### src/rtl/irq_pkg.sv
package irq_pkg;

    localparam logic [7:0] OP_SWI  = 8'b0010_0001;
    localparam logic [7:0] OP_IRET = 8'b0010_1001;

    typedef enum logic [2:0] {
        ST_BOOT,
        ST_IDLE,
        ST_HW,
        ST_SW,
        ST_RET
    } seq_state_e;

    typedef enum logic [1:0] {
        REQ_NONE,
        REQ_HW,
        REQ_SW,
        REQ_RET
    } req_kind_e;

endpackage

### src/rtl/irq_arbiter.sv
module irq_arbiter
    import irq_pkg::*;
(
    input  logic       instr_valid,
    input  logic       idle,
    input  logic [7:0] opcode,
    input  logic       hw_req,
    input  logic       ie,
    output req_kind_e  kind
);

    always_comb begin
        kind = REQ_NONE;
        if (instr_valid && idle) begin
            if (opcode == OP_SWI) begin
                kind = REQ_SW;
            end else if (hw_req && ie) begin
                kind = REQ_HW;
            end else if (opcode == OP_IRET) begin
                kind = REQ_RET;
            end
        end
    end

endmodule

### src/rtl/irq_seq_fsm.sv
module irq_seq_fsm
    import irq_pkg::*;
#(
    parameter int HW_CYC  = 8,
    parameter int SW_CYC  = 7,
    parameter int RET_CYC = 4
) (
    input  logic       clk,
    input  logic       rst_n,
    input  req_kind_e  kind,
    output seq_state_e state,
    output logic       last
);

    localparam int MAXC = (HW_CYC > SW_CYC) ?
                          ((HW_CYC > RET_CYC) ? HW_CYC : RET_CYC) :
                          ((SW_CYC > RET_CYC) ? SW_CYC : RET_CYC);
    localparam int CW = $clog2(MAXC + 1);

    logic [CW-1:0] cnt;

    always_ff @(posedge clk or negedge rst_n) begin
        if (!rst_n) begin
            state <= ST_BOOT;
            cnt   <= '0;
        end else begin
            unique case (state)
                ST_BOOT: begin
                    state <= ST_IDLE;
                end
                ST_IDLE: begin
                    unique case (kind)
                        REQ_HW: begin
                            state <= ST_HW;
                            cnt   <= CW'(HW_CYC - 1);
                        end
                        REQ_SW: begin
                            state <= ST_SW;
                            cnt   <= CW'(SW_CYC - 1);
                        end
                        REQ_RET: begin
                            state <= ST_RET;
                            cnt   <= CW'(RET_CYC - 1);
                        end
                        default: ;
                    endcase
                end
                ST_HW, ST_SW, ST_RET: begin
                    if (cnt == '0) begin
                        state <= ST_IDLE;
                    end else begin
                        cnt <= cnt - 1'b1;
                    end
                end
                default: state <= ST_IDLE;
            endcase
        end
    end

    assign last = (state != ST_IDLE) && (cnt == '0);

endmodule

### src/rtl/irq_shadow.sv
module irq_shadow #(
    parameter int AW = 16,
    parameter int FW = 8
) (
    input  logic          clk,
    input  logic          rst_n,
    input  logic          capture,
    input  logic [AW-1:0] cap_pc,
    input  logic [7:0]    cap_acc,
    input  logic [FW-1:0] cap_flags,
    output logic [AW-1:0] sh_pc,
    output logic [7:0]    sh_acc,
    output logic [FW-1:0] sh_flags
);

    always_ff @(posedge clk or negedge rst_n) begin
        if (!rst_n) begin
            sh_pc    <= '0;
            sh_acc   <= '0;
            sh_flags <= '0;
        end else if (capture) begin
            sh_pc    <= cap_pc;
            sh_acc   <= cap_acc;
            sh_flags <= cap_flags;
        end
    end

endmodule

### src/rtl/irq_sequencer.sv
module irq_sequencer
    import irq_pkg::*;
#(
    parameter int            AW      = 16,
    parameter int            FW      = 8,
    parameter logic [AW-1:0] VECTOR  = '0,
    parameter int            HW_CYC  = 8,
    parameter int            SW_CYC  = 7,
    parameter int            RET_CYC = 4
) (
    input  logic          clk,
    input  logic          rst_n,
    input  logic          instr_valid,
    input  logic [7:0]    opcode,
    input  logic [7:0]    imm,
    input  logic          hw_req,
    input  logic [7:0]    hw_code,
    input  logic          ie_we,
    input  logic          ie_wdata,
    input  logic [AW-1:0] pc_in,
    input  logic [7:0]    acc_in,
    input  logic [FW-1:0] flags_in,
    output logic          busy,
    output logic          done,
    output logic          ie,
    output logic          pc_we,
    output logic [AW-1:0] pc_wdata,
    output logic          acc_we,
    output logic [7:0]    acc_wdata,
    output logic          flags_we,
    output logic [FW-1:0] flags_wdata
);

    seq_state_e    state;
    req_kind_e     kind;
    logic          last;
    logic          entry;
    logic [AW-1:0] ret_addr;
    logic [AW-1:0] sh_pc;
    logic [7:0]    sh_acc;
    logic [FW-1:0] sh_flags;
    logic [7:0]    code_q;

    irq_arbiter u_arb (
        .instr_valid (instr_valid),
        .idle        (state == ST_IDLE),
        .opcode      (opcode),
        .hw_req      (hw_req),
        .ie          (ie),
        .kind        (kind)
    );

    irq_seq_fsm #(
        .HW_CYC  (HW_CYC),
        .SW_CYC  (SW_CYC),
        .RET_CYC (RET_CYC)
    ) u_fsm (
        .clk   (clk),
        .rst_n (rst_n),
        .kind  (kind),
        .state (state),
        .last  (last)
    );

    assign entry    = (kind == REQ_HW) || (kind == REQ_SW);
    assign ret_addr = (kind == REQ_HW) ? pc_in : pc_in + AW'(2);

    irq_shadow #(
        .AW (AW),
        .FW (FW)
    ) u_shadow (
        .clk       (clk),
        .rst_n     (rst_n),
        .capture   (entry),
        .cap_pc    (ret_addr),
        .cap_acc   (acc_in),
        .cap_flags (flags_in),
        .sh_pc     (sh_pc),
        .sh_acc    (sh_acc),
        .sh_flags  (sh_flags)
    );

    // Interrupt code and enable bit.
    always_ff @(posedge clk or negedge rst_n) begin
        if (!rst_n) begin
            code_q <= '0;
            ie     <= 1'b0;
        end else begin
            if (kind == REQ_HW) begin
                code_q <= hw_code;
            end else if (kind == REQ_SW) begin
                code_q <= imm;
            end
            if (entry) begin
                ie <= 1'b0;
            end else if (state == ST_RET && last) begin
                ie <= 1'b1;
            end else if (state == ST_IDLE && kind == REQ_NONE && ie_we) begin
                ie <= ie_wdata;
            end
        end
    end

    // Output decode per state.
    always_comb begin
        busy        = (state != ST_IDLE);
        done        = last;
        pc_we       = 1'b0;
        pc_wdata    = VECTOR;
        acc_we      = 1'b0;
        acc_wdata   = code_q;
        flags_we    = 1'b0;
        flags_wdata = sh_flags;
        unique case (state)
            ST_BOOT: begin
                pc_we     = 1'b1;
                acc_we    = 1'b1;
                acc_wdata = 8'h00;
            end
            ST_HW, ST_SW: begin
                pc_we  = last;
                acc_we = last;
            end
            ST_RET: begin
                pc_we     = last;
                pc_wdata  = sh_pc;
                acc_we    = last;
                acc_wdata = sh_acc;
                flags_we  = last;
            end
            default: ;
        endcase
    end

endmodule

### config.mk
export PLATFORM = sky130hd
export DESIGN_NAME = irq_sequencer
export DESIGN_NICKNAME = d
export VERILOG_FILES = /design/src/rtl/irq_pkg.sv /design/src/rtl/irq_arbiter.sv /design/src/rtl/irq_seq_fsm.sv /design/src/rtl/irq_shadow.sv /design/src/rtl/irq_sequencer.sv
export SDC_FILE = /design/constraint.sdc
export NUM_CORES = 1
export LEC_CHECK = 0
export CAP_MARGIN = 20
export CORE_UTILIZATION = 46
export DETAILED_ROUTE_END_ITERATION = 7
export PLACE_DENSITY = 0.83
export SKIP_CTS_REPAIR_TIMING = 1
export SYNTH_ARGS = -nofsm -noshare
export SYNTH_HDL_FRONTEND = slang
export SYNTH_HIERARCHICAL = 1
export SYNTH_SLANG_ARGS = --single-unit
### constraint.sdc
create_clock -name clk -period 3 [get_ports clk]
set_input_delay 0.3 -clock clk [delete_from_list [all_inputs] [get_ports clk]]
set_output_delay 0.3 -clock clk [all_outputs]
set_load 0.02 [all_outputs]
==> flow_results.org <==
** Synthesis
- Of the total synthesized cell area, the portion taken by full adders, half adders and majority gates is 1.72%.
- Largest family of logic cells by synthesized area :: multiplexers
- After synthesis, flip-flops and latches occupy 41.3% of the total area.
- Yosys warnings :: 6
- Post-Synthesis Cells :: 255
- Of the post-synthesis cell area, the part taken by muxes is 20.1%.
- Primary flip-flop cell chosen by synthesis mapping :: dfrtp_1
- Post-synth EDFFs :: 0
- Number of distinct library cell variants in the gate-level netlist after synthesis :: 54
- Top cell type by total area after synthesis :: dfrtp_1
- Xor/xnor share of the synthesized area :: 4.51%
- After synthesis, the cell types taking the most area are dfrtp_1 (41%), mux2_4 (15%), and3_1 (3.7%).
- Number of nets produced by synthesis :: 321
- In this run the biggest area consumer among cell types represents 41.3% of the synthesized area.
- Synthesized-area fraction occupied by and/or/nand/nor cells :: 16.7%
- The synthesized netlist devotes 10.5% of its cell area to compound gates.
- For this run, asynchronously set or reset flops after synthesis account for 100%.
- Averaged over all synthesized cells, the footprint is 11.4 sq um.
- In this run, synthesis produced a sequential element count of 48.
- The mapped netlist covers 0.00291 sq mm.

** Power and ir drop
- Internal power contribution :: 2000 uW
- In this run the power spent charging and discharging nets is 1070 uW.
- Sequential cells account for 37.8% of the total power.
- For this design the static power due to leakage is 0.00177 uW.
- The clock network accounts for 13.5% of the total power.
- Power spread over the standard cell area amounts to 750 mW/mm^2.
- Combinational cells account for 48.7% of the total power.
- Maximum resistive drop on vdd :: 0.000588 V
- Fraction of power spent switching nets :: 34.9%

** Routing
- The detail route stage leaves a number of antenna-violating nets equal to 0.
- After detailed routing, the total wire length is 6.46 mm.
- Before antenna repair, the detailed router went through 4 iterations.
- First-iteration detailed-routing DRC count :: 132
- In the routed design, unresolved DRC markers number 0.
- After detailed routing, the number of vias per cell comes to 5.33.
- Vias :: 2,314
- Dividing the detail-routed wire length by the instance count gives 14.9 microns.

** Floorplanning
- For this configuration, the core starts out at a cell density of 48.3%.
- In this run the standard cell core region covers 0.00603 sq mm.
- The die is 81.6 microns tall.
- The die covers 0.00665 sq mm.
- For this design the top-level I/O count stands at 100.
- Chip width :: 81.6 microns
- # rows :: 28

** Timing
- Endpoints failing setup :: 0
- Setup repair after global routing missed its margin :: no
- After layout, the worst path uses 94.8% of the clock period.
- The number of hold violations in the final report is 0.
- Number of max-slew violations in the final report :: 0
- Worst relative slew slack :: 72.1%
- Transition at the pin with the smallest max-transition slack :: 0.407 ns
- Static timing analysis puts the maximum clock frequency at 0.352 GHz.
- On the final layout, the worst clock skew is 0.00638 ns.
- Counting I/O delays and the setup requirement, the final critical path takes 2.84 ns.

** Finish
- Util after Layout :: 67.9%
- The number of antenna diodes in the final layout is 0.
- Layout cell share with drive strength beyond 1 :: 19.2%
- Area Growth Syn to Fin :: 40.6%
- Non-filler instance count after layout :: 434
- Fillcell total :: 465
- Final net count :: 424

** CTS
- Counting along the longest clock path gives a buffer depth of 2.
- The clock reaches the later pin of the worst-skew pair after 0.31 ns.
- Clock Sinks :: 48
- After clock tree synthesis, the clock-pin slew on the worst setup and hold paths is 0.09 ns.
- TritonCTS clock tree :: done
- CTS root buf :: clkbuf_8
- In this run, CTS created clock tree buffers numbering 5.
- Number of H-tree levels :: 2

** Setup path
- Tracing the worst setup path back leads to its startpoint at u_fsm/cnt[0]$_DFFE_PN0P_.
- Data on the critical path arrives at its endpoint at 2.54 ns.
- At the worst endpoint, the required time is 2.70 ns.
- Kind of start point of the critical path :: register
- The worst setup path is captured at a primary output.
- Setup slack on the worst reg-to-reg path comes out at 0.38 ns.
- In this run the critical register-to-register path is launched from u_fsm/state[2]$_DFFE_PN0P_.
- The setup path with the least slack is of type register to primary output.
- Critical path fanouts, max :: 5

** Flow run
- The tool flagged a number of max-cap violations equal to 0.

** GRT
- Largest net degree at the start of global routing :: 49
- Wire length of the first global-routing pass :: 10.5 mm
- Number of global-route vias before repair :: 2,281
- Initial antenna violation count :: 0
- Global routing finished with a remaining overflow of 0.
- Global routing usage summed across all routing layers :: 20.7%

** Placed design
- At the end of routability-driven placement, the weighted congestion stood at 0.763.
- Input and output buffers added on the ports amount to 99.
- Once detailed placement completed, the half-perimeter wirelength came to 4.80 mm.
- Including well taps, the total number of placed cells is 424.

** Hold path
- In this run the worst hold path is classified as input port to async pin.

** Run status
- Run status :: finished, final reports clean
-- metrics by stage --
step,power [uW],hold WS (ns),area (sq um),setup TNS (ns),setup WS (ns)
4_1_cts,3080,0.220,4050,-0.202,-0.102
2_1_floorplan,2120,0.00441,2910,0,0.318
6_report,3070,0.382,4090,0,0.155
5_1_grt,3260,0.410,4090,0,0.0150
3_3_place_gp,2600,0.490,3950,0,0.140
3_5_place_dp,2650,0.488,3950,0,0.0764
-- final timing paths --
kind | to | cells after the start
max in group asynchronous | u_fsm/cnt[1]$_DFFE_PN0P_ | 3
min in group clk | u_shadow/sh_pc[2]$_DFFE_PN0P_ | 1
worst max-delay path | flags_we | 7
worst min register to register | u_shadow/sh_pc[2]$_DFFE_PN0P_ | 1
worst max register to register | u_shadow/sh_pc[12]$_DFFE_PN0P_ | 10
worst min-delay path | u_shadow/sh_acc[2]$_DFFE_PN0P_ | 2
-- sequential cells by signal, indices dropped and copies added (netlist names) --
name	count
u_fsm/state	3
u_shadow/sh_acc	8
u_shadow/sh_flags	8
ie	1
code_q	8
u_shadow/sh_pc	16
u_fsm/cnt	4
-- cells in the final DEF, fill, tap and decap left out, types with 3 or more instances in the layout --
master and count:
clkdlybuf4s50_1 96, ha_1 3, and3_1 17, nand3_1 10
mux2_4 30, o21ai_0 3, mux2i_1 10, a22o_1 8
xnor2_1 9, clkbuf_8 6, buf_4 9, inv_1 7
nor2_1 16, nand2_1 13, dfrtp_1 48, nor3b_2 3
nor3_2 3, a21oi_1 16, xor2_1 6
-- synthesized netlist by cell type (all sizes together) (2+ instances only) --
master	n
a21oi	16
a22o	8
and3	17
buf	10
clkbuf	5
dfrtp	48
ha	4
inv	7
mux2	33
mux2i	10
nand2	13
nand2b	2
nand3	11
nand4	2
nor2	18
nor2b	2
nor3	4
nor3b	4
o21ai	6
xnor2	9
xor2	6
-- power by group through the flow --
stage          registers (uW)  logic [uW]  clock network, uW
5_1_grt                  1200        1610                454
2_1_floorplan            1200         915                  0
3_5_place_dp             1160        1490                  0
6_report                 1160        1500                415
4_1_cts                  1160        1500                423
3_3_place_gp             1150        1450                  0
-- critical path: stages, from the launching register on --
cell	delay, ns
dfrtp_1	0.41
inv_1	0.14
ha_1	0.26
or3b_1	0.47
nor2_4	0.20
nand2_1	0.09
inv_1	0.07
clkdlybuf4s50_1	0.59
-- cell families after synthesis --
logic type,count (synthesis)
multiplexers,43
AO/OA/AOI/OAI,42
XOR/XNOR,15
adder cells (fa/ha/maj),4
buffers and inverters,22
AND/OR/NAND/NOR,81
flip-flops,48
-- cell type report --
type / instances / area [sq um] / area share, %
Tap cell: 75 / 93.8 / 2.29
Inverter: 7 / 26.3 / 0.642
Timing Repair Buffer: 111 / 1110 / 27.1
Clock inverter: 2 / 13.8 / 0.336
Clock buffer: 6 / 82.6 / 2.02
Sequential cell: 48 / 1200 / 29.3
Multi-Input combinational cell: 185 / 1570 / 38.3
-- per-layer routing --
| metal | GRT usage [%] | up-vias | share of wire, % |
|---|---|---|---|
| li1 | - | 1123 | - |
| met1 | 25.9 | 1102 | 42 |
| met2 | 35.1 | 82 | 50 |
| met3 | 6.33 | 7 | 6.7 |
| met4 | 4.64 | 0 | 1.3 |
| met5 | 0 | - | 0 |
(Power assumes the default switching activity.)
